$ cat config.mk
export PLATFORM = sky130hd
export DESIGN_NAME = dsm3_notch_mod
export DESIGN_NICKNAME = d
export VERILOG_FILES = /design/src/rtl/dsm3_pkg.sv /design/src/rtl/dsm3_integ.sv /design/src/rtl/dsm3_quant.sv /design/src/rtl/dsm3_ctrl.sv /design/src/rtl/dsm3_notch_mod.sv
export SDC_FILE = /design/constraint.sdc
export NUM_CORES = 1
export LEC_CHECK = 0
export BUFFER_PORTS_ARGS = -buffer_cell sky130_fd_sc_hd__clkbuf_2
export CAP_MARGIN = 20
export CORE_ASPECT_RATIO = 0.8
export CORE_MARGIN = 5
export CORE_UTILIZATION = 50
export DETAILED_ROUTE_END_ITERATION = 8
export PLACE_DENSITY = 0.66
export SYNTH_ARGS = -nofsm -noshare
export SYNTH_HDL_FRONTEND = slang
export SYNTH_SLANG_ARGS = --single-unit
$ cat constraint.sdc
create_clock -name clk -period 26.7 [get_ports clk]
set_input_delay 4.005 -clock clk [delete_from_list [all_inputs] [get_ports clk]]
set_output_delay 4.005 -clock clk [all_outputs]
set_load 0.005 [all_outputs]
$ cat src/rtl/dsm3_pkg.sv
package dsm3_pkg;

    typedef enum logic [1:0] {
        ST_IDLE = 2'd0,
        ST_CONV = 2'd1,
        ST_CAL  = 2'd2,
        ST_HOLD = 2'd3
    } dsm_state_t;

    localparam int COEF_FRAC = 8;
    localparam int K1_FRAC   = 24;
    localparam int K1_NOM    = 5243;

endpackage

$ cat src/rtl/dsm3_integ.sv
module dsm3_integ #(
    parameter int SW = 32,
    parameter int AW = SW + 2
) (
    input  logic                 clk,
    input  logic                 rst,
    input  logic                 en,
    input  logic signed [AW-1:0] add,
    output logic signed [SW-1:0] st
);
    localparam int XW = AW - SW + 2;
    localparam logic signed [AW:0] MAXV = {{XW{1'b0}}, {(SW-1){1'b1}}};
    localparam logic signed [AW:0] MINV = {{XW{1'b1}}, {(SW-1){1'b0}}};

    logic signed [AW:0] sum;
    logic signed [SW-1:0] st_nxt;

    always_comb begin
        sum = {{(AW+1-SW){st[SW-1]}}, st} + {add[AW-1], add};
        if (sum > MAXV)
            st_nxt = MAXV[SW-1:0];
        else if (sum < MINV)
            st_nxt = MINV[SW-1:0];
        else
            st_nxt = sum[SW-1:0];
    end

    always_ff @(posedge clk) begin
        if (rst)
            st <= '0;
        else if (en)
            st <= st_nxt;
    end

    assert_reset_clear_R1: assert property (@(posedge clk) rst |=> (st == '0));

    assert_hold_R9: assert property (@(posedge clk) disable iff (rst)
        !en |=> $stable(st));

    assert_no_wrap_up_R7: assert property (@(posedge clk) disable iff (rst)
        (en && add > 0) |=> (st >= $past(st)));

    assert_no_wrap_dn_R7: assert property (@(posedge clk) disable iff (rst)
        (en && add < 0) |=> (st <= $past(st)));

endmodule

$ cat src/rtl/dsm3_quant.sv
module dsm3_quant #(
    parameter int SW    = 32,
    parameter int IN_W  = 16,
    parameter int SH_T  = 9
) (
    input  logic signed [SW-1:0]   x3,
    input  logic signed [IN_W-1:0] tone,
    input  logic                   cal_en,
    output logic                   q
);
    logic signed [SW:0] tone_term;
    logic signed [SW:0] y;

    always_comb begin
        tone_term = cal_en ? ((SW+1)'(tone) <<< SH_T) : '0;
        y         = {x3[SW-1], x3} + tone_term;
        q         = !y[SW];
    end

endmodule

$ cat src/rtl/dsm3_ctrl.sv
module dsm3_ctrl
    import dsm3_pkg::*;
(
    input  logic       clk,
    input  logic       rst,
    input  logic       smp_vld,
    input  logic       cal_en,
    input  logic       q,
    output dsm_state_t state,
    output logic       bit_o,
    output logic       bit_vld
);
    dsm_state_t state_nxt;

    always_comb begin
        state_nxt = state;
        unique case (state)
            ST_IDLE: state_nxt = smp_vld ? (cal_en ? ST_CAL : ST_CONV) : ST_IDLE;
            ST_CONV,
            ST_CAL,
            ST_HOLD: state_nxt = smp_vld ? (cal_en ? ST_CAL : ST_CONV) : ST_HOLD;
            default: state_nxt = ST_IDLE;
        endcase
    end

    always_ff @(posedge clk) begin
        if (rst)
            state <= ST_IDLE;
        else
            state <= state_nxt;
    end

    always_ff @(posedge clk) begin
        if (rst)
            bit_o <= 1'b0;
        else if (smp_vld)
            bit_o <= q;
    end

    assign bit_vld = (state == ST_CONV) || (state == ST_CAL);

    assert_cal_state_R11: assert property (@(posedge clk) disable iff (rst)
        (smp_vld && cal_en) |=> (state == ST_CAL));

    assert_conv_state_R11: assert property (@(posedge clk) disable iff (rst)
        (smp_vld && !cal_en) |=> (state == ST_CONV));

    assert_idle_stays_R11: assert property (@(posedge clk) disable iff (rst)
        (state == ST_IDLE && !smp_vld) |=> (state == ST_IDLE));

    assert_bit_hold_R9: assert property (@(posedge clk) disable iff (rst)
        !smp_vld |=> $stable(bit_o));

endmodule

$ cat src/rtl/dsm3_notch_mod.sv
module dsm3_notch_mod
    import dsm3_pkg::*;
#(
    parameter int IN_W    = 16,
    parameter int IN_FRAC = 15,
    parameter int SW      = 32,
    parameter int FRAC    = 24,
    parameter int A0      = 108,
    parameter int A1      = 156,
    parameter int A2      = 80,
    parameter int B1      = 58,
    parameter int B2      = 48,
    parameter int K1_PCT  = 100
) (
    input  logic                   clk,
    input  logic                   rst,
    input  logic                   smp_vld_i,
    input  logic signed [IN_W-1:0] smp_i,
    input  logic                   cal_en_i,
    input  logic signed [IN_W-1:0] tone_i,
    output logic                   bit_o,
    output logic                   bit_vld_o
);
    localparam int AW     = SW + 2;
    localparam int PW     = SW + 16;
    localparam int SH_U   = FRAC - IN_FRAC - COEF_FRAC;
    localparam int SH_C   = FRAC - COEF_FRAC;
    localparam int SH_T   = FRAC - IN_FRAC;
    localparam int K1_EFF = (K1_NOM * K1_PCT) / 100;

    localparam logic signed [AW-1:0] A0_S = AW'(A0 * (2 ** SH_C));
    localparam logic signed [AW-1:0] A1_S = AW'(A1 * (2 ** SH_C));
    localparam logic signed [AW-1:0] A2_S = AW'(A2 * (2 ** SH_C));
    localparam logic signed [AW-1:0] B1_S = AW'(B1);
    localparam logic signed [PW-1:0] B2_S = PW'(B2);
    localparam logic signed [PW-1:0] K1_S = PW'(K1_EFF);

    logic signed [SW-1:0] x1, x2, x3;
    logic signed [AW-1:0] add1, add2, add3;
    logic signed [AW-1:0] u_ext, fb0, fb1, fb2, k_term, b2_term;
    logic signed [PW-1:0] x2_ext, x3_ext, k_prod, b2_prod;
    logic                 q;
    dsm_state_t           state;

    dsm3_quant #(.SW(SW), .IN_W(IN_W), .SH_T(SH_T)) quant_i (
        .x3(x3), .tone(tone_i), .cal_en(cal_en_i), .q(q)
    );

    always_comb begin
        u_ext   = AW'(smp_i);
        fb0     = q ? A0_S : -A0_S;
        fb1     = q ? A1_S : -A1_S;
        fb2     = q ? A2_S : -A2_S;
        x2_ext  = PW'(x2);
        x3_ext  = PW'(x3);
        k_prod  = x3_ext * K1_S;
        b2_prod = x2_ext * B2_S;
        k_term  = AW'(k_prod >>> K1_FRAC);
        b2_term = AW'(b2_prod >>> COEF_FRAC);
        add1    = ((u_ext * B1_S) <<< SH_U) - fb0;
        add2    = AW'(x1) - fb1 - k_term;
        add3    = b2_term - fb2;
    end

    dsm3_integ #(.SW(SW), .AW(AW)) integ1_i (
        .clk(clk), .rst(rst), .en(smp_vld_i), .add(add1), .st(x1)
    );
    dsm3_integ #(.SW(SW), .AW(AW)) integ2_i (
        .clk(clk), .rst(rst), .en(smp_vld_i), .add(add2), .st(x2)
    );
    dsm3_integ #(.SW(SW), .AW(AW)) integ3_i (
        .clk(clk), .rst(rst), .en(smp_vld_i), .add(add3), .st(x3)
    );

    dsm3_ctrl ctrl_i (
        .clk(clk), .rst(rst), .smp_vld(smp_vld_i), .cal_en(cal_en_i), .q(q),
        .state(state), .bit_o(bit_o), .bit_vld(bit_vld_o)
    );

    assert_vld_follows_R2: assert property (@(posedge clk) disable iff (rst)
        smp_vld_i |=> bit_vld_o);

    assert_no_sample_R2: assert property (@(posedge clk) disable iff (rst)
        !smp_vld_i |=> !bit_vld_o);

    assert_tone_ignored_R8: assert property (@(posedge clk) disable iff (rst)
        (smp_vld_i && !cal_en_i) |=> (bit_o == !$past(x3[SW-1])));

    assert_reset_out_R1: assert property (@(posedge clk) rst |=> (!bit_o && !bit_vld_o));

endmodule

==> reports/qor.csv, run 1 <==
stage,metric,value,unit
yosys,syn_area,24800,um2
min_path,hp-class,flip-flop to flip-flop,
worst_setup_path,crit_top_cell,a21oi_1,
worst_setup_path,r2r_cells,43,
worst_setup_path,start_kind,primary input,
min_path,hold_path_depth,1,
timing,min_period,12.17,ns
worst_setup_path,arrival,12.46,ns
global_routing,grt_start_max_net_pins,66,
global_routing,grt_pass1_wl,103900,um
clock_tree,clock-sinks,98,
global_routing,antenna_found_initial,0,
timing,max-slew-margin-rel,0.3276,
final_layout,n_antenna_cell,0,
routing,viasPerCell,5.640,
yosys,synthSimpleGateAreaFrac,0.1165,
final_layout,post-route-util,0.5255,
yosys,ys_seq_elements,98,
routing,vias,20980,
final_layout,nNetsFinal,3773,
worst_setup_path,crit_path_top_delay_cell,o21ai_0,
yosys,synthXorXnorAreaFrac,0.07027,
floorplanning,die_x,259.0,um
yosys,synth_mux_area_frac,0.002875,
worst_setup_path,r2r-start,integ3_i.st[30],
worst_setup_path,worst-path-buf-inv,4,
clock_tree,tritoncts,done,
clock_tree,cts_root_buffer,clkbuf_16,
place,io_buffers,37,
clock_tree,cts_buffers,9,
clock_tree,clk_latency,0.39,ns
worst_setup_path,cp-end-kind,flip-flop,
floorplanning,die_area,54190,um2
worst_setup_path,critPathMaxStageDelay,0.70,ns
floorplanning,core_area,49410,um2
yosys,ys_types,79,
final_layout,area.growth.synth_to_final,4.686,%
clock_tree,htree_num_levels,3,
yosys,async_flop_share,0,
timing,hold_violations,0,
routing,routedWlPerCell,16.80,um
global_routing,overflow,0,
yosys,synth_edf_count,0,
place,dp_hpwl,52500,um
yosys,synth_fp_nets,3782,
floorplanning,rows,73,
clock_tree,clockBufferDepth,2,
routing,ant_nets,0,
timing,fin_skew,0.01461,ns
timing,post-route-period-util,0.4560,
floorplanning,start_util,0.5019,
worst_setup_path,path_max_fanout,28,
clock_tree,post_cts_buffers,0,
yosys,synth-seq-area-share,0.07910,
timing,rsz0062_at_grt,no,
clock_tree,hold_buffers,0,
yosys,ys_warn_count,0,
place,gp_congestion,0.9301,
place,dpl_cell_area,25640,um2
timing,setup_viol,0,
clock_tree,path_clk_slew,0.08,ns
place,dp.cells,3703,
yosys,synth_fa_ha_area_frac,0.4194,
timing,fin_tns_setup,0,ns
global_routing,grt_pass1_vias,20630,
floorplanning,dieHeight,209.2,um
routing,drcViolationCount,0,
final_layout,fin_area,25960,um2
job,maxCapViolCount,0,
yosys,synth-main-ff-cell,dfxtp_1,
final_layout,final_cells,3720,
worst_setup_path,cp_num_cells,34,
yosys,synth_top_family_by_area,adder cells,
routing,drt_pass1_iterations,6,
worst_setup_path,required,26.98,ns
worst_setup_path,critical_path.startpoint,smp_i[1],
final_layout,nFillCells,4635,
final_layout,final_cell_mix,"inv_1, ha_1, fa_1, a21oi_1, nor2_1",
yosys,syn_avg_cell_area,8.135,um2
timing,slew_violations,0,
clock_tree,cts_resized,0,
status,outcome,"complete, no violations",
worst_setup_path,crit_family,compound AO/OA/AOI/OAI gates,
final_layout,final_common_cell,inv_1,
final_layout,drive_above_1_share,0.03350,
worst_setup_path,worstSetupPathType,primary input to flip-flop,
timing,fmax,0.08214,GHz
routing,drt_iter0_markers,1340,
min_path,min-delay-start,integ1_i.st[2],
timing,worst_slew_pin_slew,1.009,ns
yosys,syn_inst,3049,
floorplanning,ios,38,
routing,wl,62490,um
global_routing,gr-usage-all-layers,0.2305,
yosys,synth-compound-area-share,0.2045,
## flip-flops by register name, indices dropped and copies added (netlist names)
register	cells
integ2_i.st	32
integ3_i.st	32
integ1_i.st	31
ctrl_i.state	2
ctrl_i.bit_o	1
## synthesized netlist by cell type, types with 27 or more instances
master / count / area, um2
xnor2_1: 130 / 1139
o21ai_1: 43 / 215.2
a21oi_1: 193 / 965.9
nand2_1: 131 / 491.7
xor2_1: 69 / 604.3
o21bai_1: 32 / 240.2
a31oi_1: 61 / 381.6
nand2b_1: 33 / 206.5
fa_1: 224 / 4484
inv_1: 622 / 2335
nand3_1: 51 / 255.2
o21ai_0: 98 / 490.5
ha_1: 473 / 5918
a221o_1: 32 / 320.3
nor2b_1: 27 / 168.9
nor2_1: 163 / 611.8
dfxtp_1: 98 / 1962
a21o_1: 103 / 773.2
or3_1: 32 / 200.2
clkbuf_1: 49 / 183.9
o32ai_1: 31 / 271.5
nor3_1: 61 / 305.3
## per-layer routing
layer / vias up / track usage / wire (um)
met4: 0 / 0.03736 / 625
met5: - / 0 / 0
met2: 471 / 0.3572 / 27070
met1: 10090 / 0.3526 / 31660
li1: 10380 / - / -
met3: 35 / 0.02501 / 3142
## layout make-up
| cell class | instances | area, um2 | area share |
|---|---|---|---|
| clock buffers | 11 | 252.7 | 0.009734 |
| inverters | 622 | 2335 | 0.08992 |
| well taps | 675 | 844.6 | 0.03253 |
| repair buffers | 51 | 312.8 | 0.01205 |
| flip-flops and latches | 98 | 1962 | 0.07556 |
| multi-input cells | 2258 | 20210 | 0.7785 |
| clock inverters | 5 | 43.79 | 0.001687 |
## final timing paths
path	endpoint	slack (ns)
hold / removal	integ1_i.st[2]	0.54
setup reg to reg	integ2_i.st[30]	14.60
hold reg to reg	integ1_i.st[2]	0.54
setup / recovery	integ1_i.st[8]	14.53
## cells by family after synthesis
family,count (synthesis)
compound gates,758
fa+ha+maj,697
buf+inv,693
simple gates,597
xor+xnor,199
flops,98
mux,7
## metrics by stage
step           setup WS, ns  hold WS, ns
6_report              14.53       0.5357
5_1_grt               13.74       0.5591
4_1_cts               14.68       0.5369
3_5_place_dp          14.27       0.5179
3_3_place_gp          14.55       0.5186
2_1_floorplan         15.25       0.4773
Power of run 1 is not shown: default switching activity piles up to over one toggle a cycle in this logic, so the estimate is an artifact.
==> run 2: changes to the inputs <==
- PLACE_DENSITY: 0.66 -> 0.68
- clock period: 26.7 -> 10.4 ns (I/O delays scaled with it)
==> reports/qor.csv, run 2 (same netlist as run 1, synthesis figures left out) <==
stage,metric,value,unit
min_path,min-delay-start,integ1_i.st[2],
floorplanning,ios,38,
min_path,hold_path_depth,1,
timing,setup_viol,0,
global_routing,grt_pass1_wl,107800,um
place,io_buffers,37,
clock_tree,tritoncts,done,
routing,drcViolationCount,0,
routing,top_layer_used,met4,
global_routing,gr-usage-all-layers,0.2398,
global_routing,antenna_found_initial,1,
worst_setup_path,required,10.69,ns
floorplanning,dieHeight,209.2,um
routing,viasPerCell,5.674,
routing,wl_met2,30100,um
final_layout,n_antenna_cell,0,
floorplanning,die_area,54190,um2
clock_tree,hold_buffers,0,
routing,ant_nets,0,
routing,drt_pass1_iterations,6,
global_routing,grt_pass1_vias,21370,
routing,wl,67860,um
floorplanning,rows,73,
min_path,hp-class,flip-flop to flip-flop,
clock_tree,clk_latency,0.40,ns
routing,routed-wl-met3,4278,um
final_layout,nNetsFinal,3921,
clock_tree,cts_root_buffer,clkbuf_16,
routing,vias,21940,
timing,max-slew-margin-rel,0.3385,
place,gp_congestion,0.9627,
global_routing,overflow,0,
job,maxCapViolCount,0,
floorplanning,core_area,49410,um2
worst_setup_path,crit_path_top_delay_cell,fa_1,
final_layout,area.growth.synth_to_final,14.25,%
final_layout,final_cell_mix,"inv_1, ha_1, fa_1, a21oi_1, nor2_1",
timing,worst_slew_pin_slew,0.9922,ns
timing,fmax,0.09861,GHz
worst_setup_path,arrival,10.43,ns
final_layout,drive_above_1_share,0.1294,
min_path,hold_path_end,integ1_i.st[2],
final_layout,reg_top3,"integ2_i.st (32), integ3_i.st (32), integ1_i.st (31)",
clock_tree,path_clk_slew,0.10,ns
final_layout,final_common_cell,inv_1,
routing,routedWlPerCell,17.55,um
floorplanning,die_x,259.0,um
worst_setup_path,crit_top_cell,buf_4,
timing,setup_ws,0.2592,ns
timing,fin_skew,0.02736,ns
worst_setup_path,crit_family,adder cells,
timing,min_period,10.14,ns
worst_setup_path,ff2ff_setup_slack,0.26,ns
floorplanning,start_util,0.5019,
clock_tree,htree_num_levels,3,
worst_setup_path,path_max_fanout,4,
worst_setup_path,r2r-end,integ2_i.st[29],
timing,slew_violations,0,
timing,fin_tns_setup,0,ns
worst_setup_path,worst-path-buf-inv,13,
routing,wl_met1,32310,um
clock_tree,clockBufferDepth,2,
worst_setup_path,start_kind,flip-flop,
timing,hold_violations,0,
place,place_ws,-0.2471,ns
routing,drt_iter0_markers,1777,
clock_tree,clock-sinks,98,
clock_tree,cts_buffers,9,
worst_setup_path,r2r-start,integ3_i.st[16],
global_routing,grt_start_max_net_pins,86,
worst_setup_path,worstSetupPathType,flip-flop to flip-flop,
final_layout,nFillCells,4377,
place,dp_hpwl,55650,um
worst_setup_path,critPathMaxStageDelay,0.57,ns
worst_setup_path,cp-end-kind,flip-flop,
status,outcome,"complete, no violations",
timing,post-route-period-util,0.9751,
worst_setup_path,r2r_cells,47,
==> run 2: metal layers <==
| metal | global-route usage | vias to the layer above |
|---|---|---|
| met5 | 0 | - |
| met3 | 0.03032 | 85 |
| met4 | 0.04505 | 0 |
| met1 | 0.3603 | 10580 |
| li1 | - | 10690 |
| met2 | 0.3734 | 587 |
==> run 2: how the worst max path moves through the flow <==
stage	startpoint	end	slack, ns	cells past startpoint
floorplan	integ3_i.st[31]	integ2_i.st[10]	0.002	42
global placement	integ3_i.st[8]	integ2_i.st[30]	-0.01	44
detailed placement	integ3_i.st[7]	integ2_i.st[30]	-0.25	44
CTS	integ3_i.st[8]	integ2_i.st[22]	0.007	44
global route	integ3_i.st[13]	integ2_i.st[3]	-0.17	47
finish	integ3_i.st[16]	integ2_i.st[29]	0.26	47
==> run 2: metrics by stage <==
stage	cells	hold WS (ns)	instance area [um2]	utilization
finish	3867	0.5370	28340	0.5735
global route	3867	0.5428	28340	0.5735
global placement	3827	0.5063	26600	0.5384
CTS	3847	0.5376	27110	0.5486
floorplan	3049	0.4773	24810	-
detailed placement	3827	0.5148	26600	0.5384
==> run 2: timing repair <==
item | CTS | global route
endpoints found under the setup margin | 31 | 32
resized for setup | 34 | 189
cloned | 1 | 3
setup buffers | 4 | 16
pin swaps | 10 | 96
==> run 2: layout make-up <==
cell class / instances / area (um2) / share of cell area
Clock inverter: 5 / 62.56 / 0.002208
Sequential cell: 98 / 2039 / 0.07197
Clock buffer: 10 / 229.0 / 0.008080
Multi-Input combinational cell: 2258 / 21300 / 0.7518
Tap cell: 675 / 844.6 / 0.02980
Inverter: 622 / 2338 / 0.08252
Timing Repair Buffer: 199 / 1519 / 0.05360
Power of run 2 is left out for the same reason.
